===== src/rtl/utx_pkg.sv =====
package utx_pkg;

    localparam int FRAME_MAX = 12;
    localparam int LEN_W     = 4;

    typedef struct packed {
        logic [1:0] width;
        logic       par_en;
        logic       par_odd;
        logic       two_stop;
    } utx_cfg_t;

    // Bit vector sent LSB first: start, data, optional parity, stop fill.
    function automatic logic [FRAME_MAX-1:0] utx_frame(input logic [7:0] d,
                                                       input utx_cfg_t c);
        logic [FRAME_MAX-1:0] f;
        logic                 par;
        int                   nd;
        f   = '1;
        f[0] = 1'b0;
        nd  = 5 + int'(c.width);
        par = c.par_odd;
        for (int i = 0; i < 8; i++) begin
            if (i < nd) begin
                f[1 + i] = d[i];
                par      = par ^ d[i];
            end
        end
        if (c.par_en) begin
            f[1 + nd] = par;
        end
        return f;
    endfunction

    function automatic logic [LEN_W-1:0] utx_len(input utx_cfg_t c);
        return LEN_W'(7) + LEN_W'(c.width) + LEN_W'(c.par_en) + LEN_W'(c.two_stop);
    endfunction

endpackage


===== src/rtl/utx_fifo.sv =====
module utx_fifo #(
    parameter int W     = 8,
    parameter int DEPTH = 4
) (
    input  logic                         clk,
    input  logic                         rst_n,
    input  logic                         flush,
    input  logic                         push,
    input  logic [W-1:0]                 din,
    input  logic                         pop,
    output logic [W-1:0]                 dout,
    output logic                         full,
    output logic                         nonempty,
    output logic [$clog2(DEPTH+1)-1:0]   level
);
    localparam int AW = (DEPTH > 1) ? $clog2(DEPTH) : 1;
    localparam int CW = $clog2(DEPTH + 1);

    typedef struct packed {
        logic [DEPTH-1:0][W-1:0] mem;
        logic [AW-1:0]           rd;
        logic [AW-1:0]           wr;
        logic [CW-1:0]           cnt;
    } fifo_st_t;

    fifo_st_t st_d, st_q;

    function automatic logic [AW-1:0] bump(input logic [AW-1:0] p);
        return (p == AW'(DEPTH - 1)) ? '0 : p + AW'(1);
    endfunction

    assign full     = (st_q.cnt == CW'(DEPTH));
    assign nonempty = (st_q.cnt != '0);
    assign level    = st_q.cnt;
    assign dout     = st_q.mem[st_q.rd];

    always_comb begin
        logic do_push, do_pop;
        st_d    = st_q;
        do_push = push && !full;
        do_pop  = pop && nonempty;
        if (do_push) begin
            st_d.mem[st_q.wr] = din;
            st_d.wr           = bump(st_q.wr);
        end
        if (do_pop) begin
            st_d.rd = bump(st_q.rd);
        end
        case ({do_push, do_pop})
            2'b10:   st_d.cnt = st_q.cnt + CW'(1);
            2'b01:   st_d.cnt = st_q.cnt - CW'(1);
            default: st_d.cnt = st_q.cnt;
        endcase
        if (flush) begin
            st_d.rd  = '0;
            st_d.wr  = '0;
            st_d.cnt = '0;
        end
    end

    always_ff @(posedge clk or negedge rst_n) begin
        if (!rst_n) st_q <= '0;
        else        st_q <= st_d;
    end

    assert_level_bound_R7: assert property (@(posedge clk) disable iff (!rst_n)
        st_q.cnt <= CW'(DEPTH));

    assert_full_holds_R7: assert property (@(posedge clk) disable iff (!rst_n)
        (full && push && !pop && !flush) |=> (level == CW'(DEPTH)));

endmodule


===== src/rtl/utx_shift.sv =====
module utx_shift
    import utx_pkg::*;
#(
    parameter int OVERSAMPLE = 16
) (
    input  logic       clk,
    input  logic       rst_n,
    input  logic       tick,
    input  logic       flush,
    input  logic       hold,
    input  logic       avail,
    input  logic [7:0] data,
    input  utx_cfg_t   cfg,
    output logic       load,
    output logic       frame_done,
    output logic       busy,
    output logic       line
);
    localparam int PW = $clog2(OVERSAMPLE);

    typedef struct packed {
        logic                 busy;
        logic [FRAME_MAX-1:0] sr;
        logic [PW-1:0]        phase;
        logic [LEN_W-1:0]     left;
    } shift_st_t;

    shift_st_t st_d, st_q;
    logic      last;

    assign busy = st_q.busy;
    assign line = st_q.busy ? st_q.sr[0] : 1'b1;

    always_comb begin
        st_d = st_q;
        last = st_q.busy && tick && (st_q.phase == PW'(OVERSAMPLE - 1)) &&
               (st_q.left == '0);
        load = tick && (!st_q.busy || last) && avail && !hold && !flush;
        if (st_q.busy && tick) begin
            if (st_q.phase == PW'(OVERSAMPLE - 1)) begin
                st_d.sr    = {1'b1, st_q.sr[FRAME_MAX-1:1]};
                st_d.left  = st_q.left - LEN_W'(1);
                st_d.phase = '0;
            end else begin
                st_d.phase = st_q.phase + PW'(1);
            end
        end
        if (last) begin
            st_d.busy = 1'b0;
        end
        if (load) begin
            st_d.busy  = 1'b1;
            st_d.sr    = utx_frame(data, cfg);
            st_d.phase = '0;
            st_d.left  = utx_len(cfg) - LEN_W'(1);
        end
        if (flush) begin
            st_d = '0;
        end
        frame_done = last && !load && !flush;
    end

    always_ff @(posedge clk or negedge rst_n) begin
        if (!rst_n) st_q <= '0;
        else        st_q <= st_d;
    end

    assert_bit_hold_R4: assert property (@(posedge clk) disable iff (!rst_n)
        (st_q.busy && !tick && !flush) |=> $stable(line));

    assert_start_low_R1: assert property (@(posedge clk) disable iff (!rst_n)
        load |=> (busy && !line));

endmodule


===== src/rtl/utx_channel.sv =====
module utx_channel
    import utx_pkg::*;
#(
    parameter int DATA_W     = 8,
    parameter int QDEPTH     = 4,
    parameter int OVERSAMPLE = 16
) (
    input  logic              clk,
    input  logic              rst_n,
    input  logic              tick16,
    input  logic              wr_en,
    input  logic [DATA_W-1:0] wr_data,
    input  logic              cmd_enable,
    input  logic              cmd_disable,
    input  logic              cmd_reset,
    input  logic              cmd_break_on,
    input  logic              cmd_break_off,
    input  logic [1:0]        cfg_width,
    input  logic              cfg_parity_en,
    input  logic              cfg_parity_odd,
    input  logic              cfg_two_stop,
    input  logic              cts_check_en,
    input  logic              cts_n,
    output logic              txd,
    output logic              tx_ready,
    output logic              tx_empty
);
    localparam int LW = $clog2(QDEPTH + 1);

    typedef struct packed {
        logic en;
        logic brk;
        logic empty;
    } chan_st_t;

    chan_st_t          st_d, st_q;
    logic              q_full, q_avail, q_pop, push_ok, hold;
    logic              sh_done, sh_busy, sh_line;
    logic [DATA_W-1:0] q_dout;
    logic [LW-1:0]     q_level;
    utx_cfg_t          cfg;

    assign cfg      = '{width: cfg_width, par_en: cfg_parity_en,
                        par_odd: cfg_parity_odd, two_stop: cfg_two_stop};
    assign push_ok  = wr_en && st_q.en && !q_full && !cmd_reset;
    assign hold     = st_q.brk || (cts_check_en && cts_n);
    assign txd      = st_q.brk ? 1'b0 : sh_line;
    assign tx_ready = st_q.en && !q_full;
    assign tx_empty = st_q.empty;

    utx_fifo #(.W(DATA_W), .DEPTH(QDEPTH)) u_fifo (
        .clk      (clk),
        .rst_n    (rst_n),
        .flush    (cmd_reset),
        .push     (push_ok),
        .din      (wr_data),
        .pop      (q_pop),
        .dout     (q_dout),
        .full     (q_full),
        .nonempty (q_avail),
        .level    (q_level)
    );

    utx_shift #(.OVERSAMPLE(OVERSAMPLE)) u_shift (
        .clk        (clk),
        .rst_n      (rst_n),
        .tick       (tick16),
        .flush      (cmd_reset),
        .hold       (hold),
        .avail      (q_avail),
        .data       (q_dout[7:0]),
        .cfg        (cfg),
        .load       (q_pop),
        .frame_done (sh_done),
        .busy       (sh_busy),
        .line       (sh_line)
    );

    always_comb begin
        st_d = st_q;
        if (cmd_disable) begin
            st_d.en = 1'b0;
        end else if (cmd_enable) begin
            st_d.en    = 1'b1;
            st_d.empty = 1'b1;
        end
        if (cmd_break_off) begin
            st_d.brk = 1'b0;
        end else if (cmd_break_on) begin
            st_d.brk = 1'b1;
        end
        if (sh_done && !q_avail) begin
            st_d.empty = 1'b1;
        end
        if (push_ok) begin
            st_d.empty = 1'b0;
        end
        if (cmd_reset) begin
            st_d = '0;
        end
    end

    always_ff @(posedge clk or negedge rst_n) begin
        if (!rst_n) st_q <= '0;
        else        st_q <= st_d;
    end

    assert_drop_when_off_R8: assert property (@(posedge clk) disable iff (!rst_n)
        (!st_q.en && wr_en) |=> (q_level <= $past(q_level)));

    assert_reset_quiet_R10: assert property (@(posedge clk) disable iff (!rst_n)
        cmd_reset |=> (txd && !tx_ready && !tx_empty));

    assert_break_low_R11: assert property (@(posedge clk) disable iff (!rst_n)
        (cmd_break_on && !cmd_break_off && !cmd_reset) |=> !txd);

    assert_cts_wait_R12: assert property (@(posedge clk) disable iff (!rst_n)
        (cts_check_en && cts_n && !sh_busy) |=> !sh_busy);

    assert_enable_empty_R6: assert property (@(posedge clk) disable iff (!rst_n)
        (cmd_enable && !cmd_disable && !cmd_reset) |=> tx_empty);

    assert_txd_on_tick_R4: assert property (@(posedge clk) disable iff (!rst_n)
        (!tick16 && !cmd_reset && !cmd_break_on && !cmd_break_off) |=> $stable(txd));

    assert_drain_ready_R9: assert property (@(posedge clk) disable iff (!rst_n)
        cmd_disable |=> !tx_ready);

endmodule


===== config.mk =====
export PLATFORM = sky130hd
export DESIGN_NAME = utx_channel
export DESIGN_NICKNAME = d
export VERILOG_FILES = /design/src/rtl/utx_pkg.sv /design/src/rtl/utx_fifo.sv /design/src/rtl/utx_shift.sv /design/src/rtl/utx_channel.sv
export SDC_FILE = /design/constraint.sdc
export NUM_CORES = 1
export LEC_CHECK = 0
export BUFFER_PORTS_ARGS = -buffer_cell sky130_fd_sc_hd__buf_2
export CAP_MARGIN = 20
export CORE_ASPECT_RATIO = 1.4
export CORE_MARGIN = 2
export CORE_UTILIZATION = 35
export DETAILED_ROUTE_END_ITERATION = 10
export HOLD_SLACK_MARGIN = 0.1
export PLACE_DENSITY = 0.53
export SYNTH_ARGS = -nofsm -noshare
export SYNTH_HDL_FRONTEND = slang
export SYNTH_HIERARCHICAL = 1
export SYNTH_SLANG_ARGS = --single-unit

===== constraint.sdc =====
create_clock -name clk -period 4.29 [get_ports clk]
set_input_delay 0.2145 -clock clk [delete_from_list [all_inputs] [get_ports clk]]
set_output_delay 0.2145 -clock clk [all_outputs]
set_load 0.03 [all_outputs]

== Word level (Yosys, flattened, before mapping) ==
Index checks and enable logic that the tools add are counted.
Operators by class
  add/sub/neg operators: 12
  order comparisons: 13
  eq/ne operators: 7
  muxes and demuxes: 64
  bitwise operators: 8
  reductions and logical operators: 40
Operators with widths (count)
  4-bit by 32-bit < comparator with 1-bit output (first input constant): 4
  3-bit by 32-bit < comparator with 1-bit output (first input constant): 2
  1-bit 2-to-1 mux: 43
  21-bit 2-to-1 mux: 2
  2-bit by 32-bit adder with 32-bit output (first input constant): 1
  32-bit bitwise mux: 1
  32-bit by 1-bit >= comparator with 1-bit output (second input constant): 1
  1-bit by 32-bit < comparator with 1-bit output (first input constant): 1
  2-bit by 32-bit < comparator with 1-bit output (first input constant): 1
  32-bit by 6-bit < comparator with 1-bit output (second input constant): 1
  12-bit 2-to-1 mux: 2
  3-bit nonzero test: 7
  20-bit 2-to-1 mux: 1
  1-bit logical AND: 19
  8-bit binary-select mux with 2-bit select: 1
  8-bit demux with 2-bit select: 1
  8-bit 2-to-1 mux: 2
  12-bit bitwise mux: 1
  3-bit by 2-bit adder with 4-bit output (first input constant): 2
  4-bit by 1-bit adder with 4-bit output: 2
  2-bit 2-to-1 mux: 4
  4-bit 2-to-1 mux: 2
  4-bit by 1-bit subtractor with 4-bit output (second input constant): 2
  1-bit XOR: 8
  21 further kinds: 33
Word-level totals
  flip-flop bits (word level): 63
  bits of input ports: 24
  output and inout bits: 3
  logic and storage cells: 158

== Logic depth before layout (Yosys ltp) ==
Gate-level depths: netlist of the first run.
  depth after elaboration: 34
  depth in mapped cells: 14
  gate-level depth less buffers: 12

== Hierarchy ==
The synthesis of the first run kept the hierarchy.
By module, submodules not included
  utx_fifo: instances 1, cells an instance 144, area each 2005.7 µm², seq. area each 975.9 µm²
  utx_shift: instances 1, cells an instance 145, area each 1358.8 µm², seq. area each 525.5 µm²
  utx_channel: instances 1, cells an instance 16, area each 160.2 µm², seq. area each 75.1 µm²

== Worst setup path after synthesis of the first run ==
Ideal clock, no wire load.
  kind: reg-to-reg
  from: register u_fifo.st_q, in the netlist u_fifo/level[0]
  to: register u_fifo.st_q, in the netlist u_fifo/level[2]
  library setup time: 0.082 ns
  data arrival time: 2.973 ns
  data required time: 4.208 ns
  setup slack: 1.235 ns
  cell stages (with the launch flop): 15
  buffers on the path: 3
  clock period less this slack: 3.055 ns
  cells stage by stage: dfrtp_1 buf_2 or3_1 nand2_1 nor2_1 nand2_1 clkbuf_1 nor2_1 clkbuf_1 o31ai_1 nor2_1 fa_1 nand2b_1 or4_1 a31oi_1
On the way
  longest elaborated chain between the ends: 8
  elaborated cells on any way between the ends: 17
  classes of those cells: 2 x add/sub; 3 x eq/ne; 2 x mux; 10 x reduce/logical
RTL lines
  start: declaration: line utx_fifo.sv:26  | fifo_st_t st_d, st_q;
  start signal: assignment: line utx_fifo.sv:63  | else st_q <= st_d;
  3-bit nonzero test (*): line utx_fifo.sv:33  | assign nonempty = (st_q.cnt != '0);
  net q_avail: line utx_channel.sv:37  | logic q_full, q_avail, q_pop, push_ok, hold;
  1-bit logical AND (*) (3 in series): line utx_shift.sv:38  | load = tick && (!st_q.busy || last) && avail && !hold && !flush;
  net q_pop: line utx_channel.sv:37
  1-bit logical AND (*): line utx_fifo.sv:41  | do_pop = pop && nonempty;
  2-bit by 1-bit equality test with 1-bit output / 2-bit equality test (equally long branches): line utx_fifo.sv:49  | case ({do_push, do_pop})
  3-bit one-hot mux with 2 select lines: line utx_fifo.sv:49
  7-bit 2-to-1 mux: line utx_fifo.sv:54  | if (flush) begin
The timed path passes the listed nets; every way through them passes the cells marked *.
A chain may end at the register's enable or synchronous reset.

== Worst setup path after layout of the first run ==
  from: register u_shift/st_q[0] (netlist bit)
  to: register u_fifo.st_q, in the netlist u_fifo/level[1]
On the way
  longest elaborated chain between the ends: 11
  elaborated cells on any way between the ends: 13
  classes of those cells: 2 x eq/ne; 2 x mux; 9 x reduce/logical
RTL lines
  start: declaration: line utx_shift.sv:28  | shift_st_t st_d, st_q;
  start signal: assignment: line utx_shift.sv:65  | else st_q <= st_d;
  4-bit zero test (*): line utx_shift.sv:37  | (st_q.left == '0);
  1-bit logical AND (*): line utx_shift.sv:36  | last = st_q.busy && tick && (st_q.phase == PW'(OVERSAMPLE - 1)) &&
  1-bit logical OR (*): line utx_shift.sv:38
  1-bit logical AND (*) (4 in series): line utx_shift.sv:38
  net q_pop: line utx_channel.sv:37
  1-bit logical AND (*): line utx_fifo.sv:41
  2-bit by 1-bit equality test with 1-bit output / 2-bit equality test (equally long branches): line utx_fifo.sv:49
  3-bit one-hot mux with 2 select lines: line utx_fifo.sv:49
  7-bit 2-to-1 mux: line utx_fifo.sv:54
Marked as above.

==> reports/metrics.cfg, run 1 <==
[floorplan]
die_h_um = 122
rows = 43
core_um2 = 9850
io_pins = 27
die_area_um2 = 10800
die_w_um = 88.5
initial_core_util_pct = 35.6

[worst_setup_path]
critPathArrivalTime_ps = 3260
crit-reg2reg-launch = u_shift/st_q[0]
crit_start = u_shift/st_q[0]
start_kind = flip-flop
cp_data_required_time_ps = 4470
crit_type = reg2reg
crit_path_end_kind = flip-flop
crit_path_max_fanout = 11

[sta]
clock_skew_ps = 4.57
tns_ps = 0
slew_viol_final = 0
period_needed_ps = 3080
hold_viol_final = 0
rsz0062_at_grt = false
tightest_slew_ps = 655
fin_crit_sh_pct = 71.7
maxClockFrequency_mhz = 325
setup_viol = 0
slew_headroom_pct = 56.2

[detailed_routing]
wl_per_cell_um = 16.5
ant_nets = 0
routed_wl_um = 7730
via_per_inst = 5.32
drt_iter0_markers = 133
dr.pass1.iters = 4
drcViolationCount = 0
via_count = 2484

[yosys]
yosysWarnings = 6
avgSynthCellArea_um2 = 11.6
synthesis.nets = 338
synthesis.instances = 302
synth_area_um2 = 3500

[final_layout]
area_growth_pct = 15.5
layout_commonest_cell = dfrtp_1
num_antenna_cells = 0
drive_gt1_share_pct = 27.4
stdcell_count = 467
fin_nets = 366
layout_common_cells = dfrtp_1, buf_2, mux2_2, nor2_1, inv_1

[place]
dp_hpwl_um = 5440
gp_congestion = 0.782
port_buffers = 26
dpl.cell_count = 451

[clock_network]
cts_resized = 0
path_clk_slew_ps = 50
cts_tree = yes
numCtsBuffers = 9
cts-htree-levels = 3
post_cts_buffers = 0
worstSkewPairLatency_ps = 320
cts-hold-fix-buffers = 3
cts_buffer_depth = 2
clock-sinks = 63
root_buffer = clkbuf_16

[power_and_ir_drop]
leakage_nw = 1.80
power_density_nw_per_um2 = 380
finalPower_mw = 1.54
ir_worst_vdd_v = 0.000249

[status]
outcome = completed

[global_route]
grt_pass1_wl_um = 12900
grt_pass1_vias = 2499
grt_max_degree = 46
antenna_found_initial = 0
grt-ovfl-total = 0
grt.total_usage_pct = 15.6

[worst_hold_path]
hold_path_class = in2reg
min-delay-start = cmd_break_on

[flow_run]
maxCapViolCount = 0

-- per-stage QoR --
stage	cell area, um2	hold slack (ps)	setup WS [ps]	util (%)
6_report	4050	143	1210	41.1
5_1_grt	4050	162	747	41.1
4_1_cts	4050	134	1190	41.1
3_5_place_dp	3740	211	1210	38.0
3_3_place_gp	3740	211	1300	38.0
2_1_floorplan	3500	-81.1	1250	-
-- report_power, final --
part	total [mW]	switching (mW)	leakage, nW	internal, mW
clock network	0.666	0.239	0.136	0.427
logic	0.240	0.123	0.800	0.117
registers	0.631	0.0121	0.864	0.619
total	1.54	0.374	1.80	1.16
-- layout make-up --
| cell class | instances | area, um2 |
|---|---|---|
| clock buffers | 12 | 267 |
| clock inverters | 1 | 5.00 |
| fillers | 942 | 5800 |
| inverters | 12 | 45.0 |
| multi-input cells | 210 | 1790 |
| flip-flops and latches | 63 | 1580 |
| well taps | 135 | 169 |
| repair buffers | 34 | 198 |
-- critical path: stages (launching register included) --
cell and delay [ps]:
dfrtp_1 410, inv_1 70, ha_1 210, nand4bb_1 150, o21ai_0 310, nand2_1 130
nor2_1 520, o31ai_1 280, nor2_1 190, fa_1 450, a31oi_1 140, a2111oi_0 90
-- registers in the layout, indices dropped and copies added, names as in the netlist --
signal / flops
u_shift/st_q: 20
st_q: 2
tx_empty: 1
u_fifo/st_q: 36
u_fifo/level: 3
u_shift/busy: 1
-- layer usage --
layer	GRT usage, %	vias up	share of wire (%)
li1	-	1157	-
met1	19.5	1266	43
met2	26.2	49	51
met3	3.90	12	3.5
met4	5.11	0	1.6
met5	0	-	0
-- final timing paths --
path	cells after the start	to	slack (ps)
setup / recovery	11	u_fifo/level[1]	1210
hold / removal	3	st_q[1]	140
setup reg to reg	11	u_fifo/level[1]	1210
hold reg to reg	1	u_fifo/st_q[30]	500
max in group asynchronous	3	u_fifo/st_q[29]	2950
min in group asynchronous	2	st_q[2]	390
Note: power is estimated with default switching activity, not from simulation.
==> run 2, diff against run 1 <==
ABC_AREA = 1   (was default)
clock period = 3.05 ns   (was 4.29 ns; I/O delays follow)
==> reports/metrics.cfg, run 2 <==
[power_and_ir_drop]
ir_worst_vdd_v = 0.000315  ; was 0.000249 V
seq_power_share_pct = 38.5  ; was 41.0%
intPower_mw = 1.79  ; was 1.16 mW
net-switching-power_mw = 0.616  ; was 0.374 mW
sw_frac_of_total_pct = 25.6  ; was 24.4%
leakage_nw = 2.09  ; was 1.80 nW
power_frac_comb_pct = 15.4  ; was 15.6%
power_density_nw_per_um2 = 577  ; was 380 nW/um2
pwr-share-clk_pct = 46.1  ; was 43.3%
finalPower_mw = 2.40  ; was 1.54 mW

[global_route]
grt.total_usage_pct = 15.7  ; was 15.6%
grt-ovfl-total = 0  ; unchanged
grt_pass1_vias = 2884  ; was 2499
grt_pass1_wl_um = 13200  ; was 12900 um
grt_max_degree = 36  ; was 46
antenna_found_initial = 0  ; unchanged

[yosys]
synth_area_um2 = 3550  ; was 3500 um2
yosysWarnings = 6  ; unchanged
avgSynthCellArea_um2 = 8.03  ; was 11.6 um2
synthesis.nets = 478  ; was 338
synthesis.instances = 442  ; was 302

[worst_setup_path]
rr_worst_depth = 18  ; was 11
r2r-end = u_fifo/level[2]  ; was u_fifo/level[1]
cp-endpoint = u_fifo/level[2]  ; was u_fifo/level[1]
crit_type = reg2reg  ; unchanged
crit_path_end_kind = flip-flop  ; unchanged
crit-reg2reg-launch = u_shift/st_q[0]  ; unchanged
critPathArrivalTime_ps = 2890  ; was 3260 ps
cp_data_required_time_ps = 3300  ; was 4470 ps
ff2ff_setup_slack_ps = 410  ; was 1210 ps
crit_start = u_shift/st_q[0]  ; unchanged
start_kind = flip-flop  ; unchanged
crit_path_max_fanout = 14  ; was 11

[sta]
hold_viol_final = 0  ; unchanged
setup_viol = 0  ; unchanged
tns_ps = 0  ; unchanged
clock_skew_ps = 6.12  ; was 4.57 ps
rsz0062_at_grt = false  ; unchanged
slew_viol_final = 0  ; unchanged
fin_crit_sh_pct = 86.5  ; was 71.7%
period_needed_ps = 2640  ; was 3080 ps
maxClockFrequency_mhz = 379  ; was 325 MHz
tightest_slew_ps = 769  ; was 655 ps
setup_ws_ps = 412  ; was 1210 ps
slew_headroom_pct = 48.7  ; was 56.2%
whs_ps = 121  ; was 143 ps

[final_layout]
drive_gt1_share_pct = 14.5  ; was 27.4%
regMostFlops = u_fifo/st_q  ; unchanged
stdcell_count = 618  ; was 467
layout_commonest_cell = nand2_1  ; was dfrtp_1
layout_common_cells = nand2_1, dfrtp_1, inv_1, o21ai_0, nor2_1  ; was dfrtp_1, buf_2, mux2_2, nor2_1, inv_1
area_growth_pct = 17.3  ; was 15.5%
num_antenna_cells = 0  ; unchanged
largest_reg_flops = 36  ; unchanged
fin_nets = 514  ; was 366
fillers = 1065  ; was 942

[detailed_routing]
dr.pass1.iters = 7  ; was 4
drcViolationCount = 0  ; unchanged
via_per_inst = 4.77  ; was 5.32
routed_wl_um = 7760  ; was 7730 um
wl_per_cell_um = 12.6  ; was 16.5 um
via_count = 2948  ; was 2484
drt_iter0_markers = 150  ; was 133
ant_nets = 0  ; unchanged

[worst_hold_path]
hold_depth = 4  ; was 3
hold_path_class = in2reg  ; unchanged

[place]
dp_slack_ps = 458  ; was 1210 ps
gp_congestion = 0.834  ; was 0.782
dp_hpwl_um = 5610  ; was 5440 um
dpl.cell_count = 596  ; was 451
port_buffers = 26  ; unchanged

[clock_network]
cts-htree-levels = 3  ; unchanged
path_clk_slew_ps = 50  ; about the same
numCtsBuffers = 9  ; unchanged
cts_buffer_depth = 2  ; unchanged
root_buffer = clkbuf_16  ; unchanged
worstSkewPairLatency_ps = 320  ; about the same
cts_tree = yes  ; unchanged
clock-sinks = 63  ; unchanged

[floorplan]
die_h_um = 123  ; was 122 um
core_um2 = 9900  ; was 9850 um2
initial_core_util_pct = 35.9  ; was 35.6%
die_area_um2 = 11000  ; was 10800 um2
die_w_um = 89.1  ; was 88.5 um
io_pins = 27  ; unchanged
rows = 43  ; unchanged

[status]
outcome = completed  ; unchanged

[flow_run]
maxCapViolCount = 0  ; unchanged

-- run 2: stage by stage --
step | util, % | cell area, um2
finish | 42.1 | 4160
CTS | 42.1 | 4160
global route | 42.1 | 4160
detailed placement | 38.2 | 3780
global placement | 38.2 | 3780
floorplan | - | 3550
-- run 2: repair_timing --
action / 4_1_cts / 5_1_grt
hold buffers: 6 / 0
endpoints found under the hold margin: 37 / 0
buffers inserted: 0 / 0
resized for setup: 0 / 0
-- run 2: metal layers --
metal / vias up / GRT usage (%) / wire length [um]
met5: - / 0 / 0
met4: 0 / 6.72 / 125
met3: 10 / 3.67 / 254
met2: 42 / 26.0 / 3950
met1: 1387 / 19.5 / 3430
li1: 1509 / - / -
-- run 2: final cells by class --
type / instances / area [um2] / share of cell area (%)
multi-input cells: 307 / 1640 / 39.3
flip-flops and latches: 63 / 1580 / 37.9
clock buffers: 13 / 260 / 6.25
inverters: 62 / 243 / 5.83
repair buffers: 35 / 213 / 5.11
well taps: 135 / 169 / 4.06
clock inverters: 3 / 65.1 / 1.56
-- run 2: critical path, stage by stage, from the launching register on --
cell and delay (ps):
dfrtp_1 370, inv_1 90, ha_1 180, inv_1 40, nor2_1 200, nand3_2 120, nand2_2 110, nand2_4 120
nor2_8 210, inv_1 80, a21oi_2 180, nand2_2 110, inv_1 90, fa_1 190, xor2_1 190, inv_1 60
nand2_1 60, nand2_1 60, o21ai_2 120
-- run 2: power groups by stage --
stage	registers, mW	clock network (mW)	logic [mW]
2_1_floorplan	0.933	0	0.265
6_report	0.927	1.11	0.369
5_1_grt	0.932	1.17	0.434
3_5_place_dp	0.941	0	0.366
4_1_cts	0.927	1.14	0.373
3_3_place_gp	0.939	0	0.363
-- run 2: worst min path at each step --
stage                    start         endpoint
detailed placement       rst_n  u_fifo/st_q[13]
global route        wr_data[1]  u_fifo/st_q[24]
floorplan                rst_n          st_q[1]
global placement         rst_n  u_fifo/st_q[37]
CTS                      wr_en         tx_empty
finish                   wr_en         tx_empty
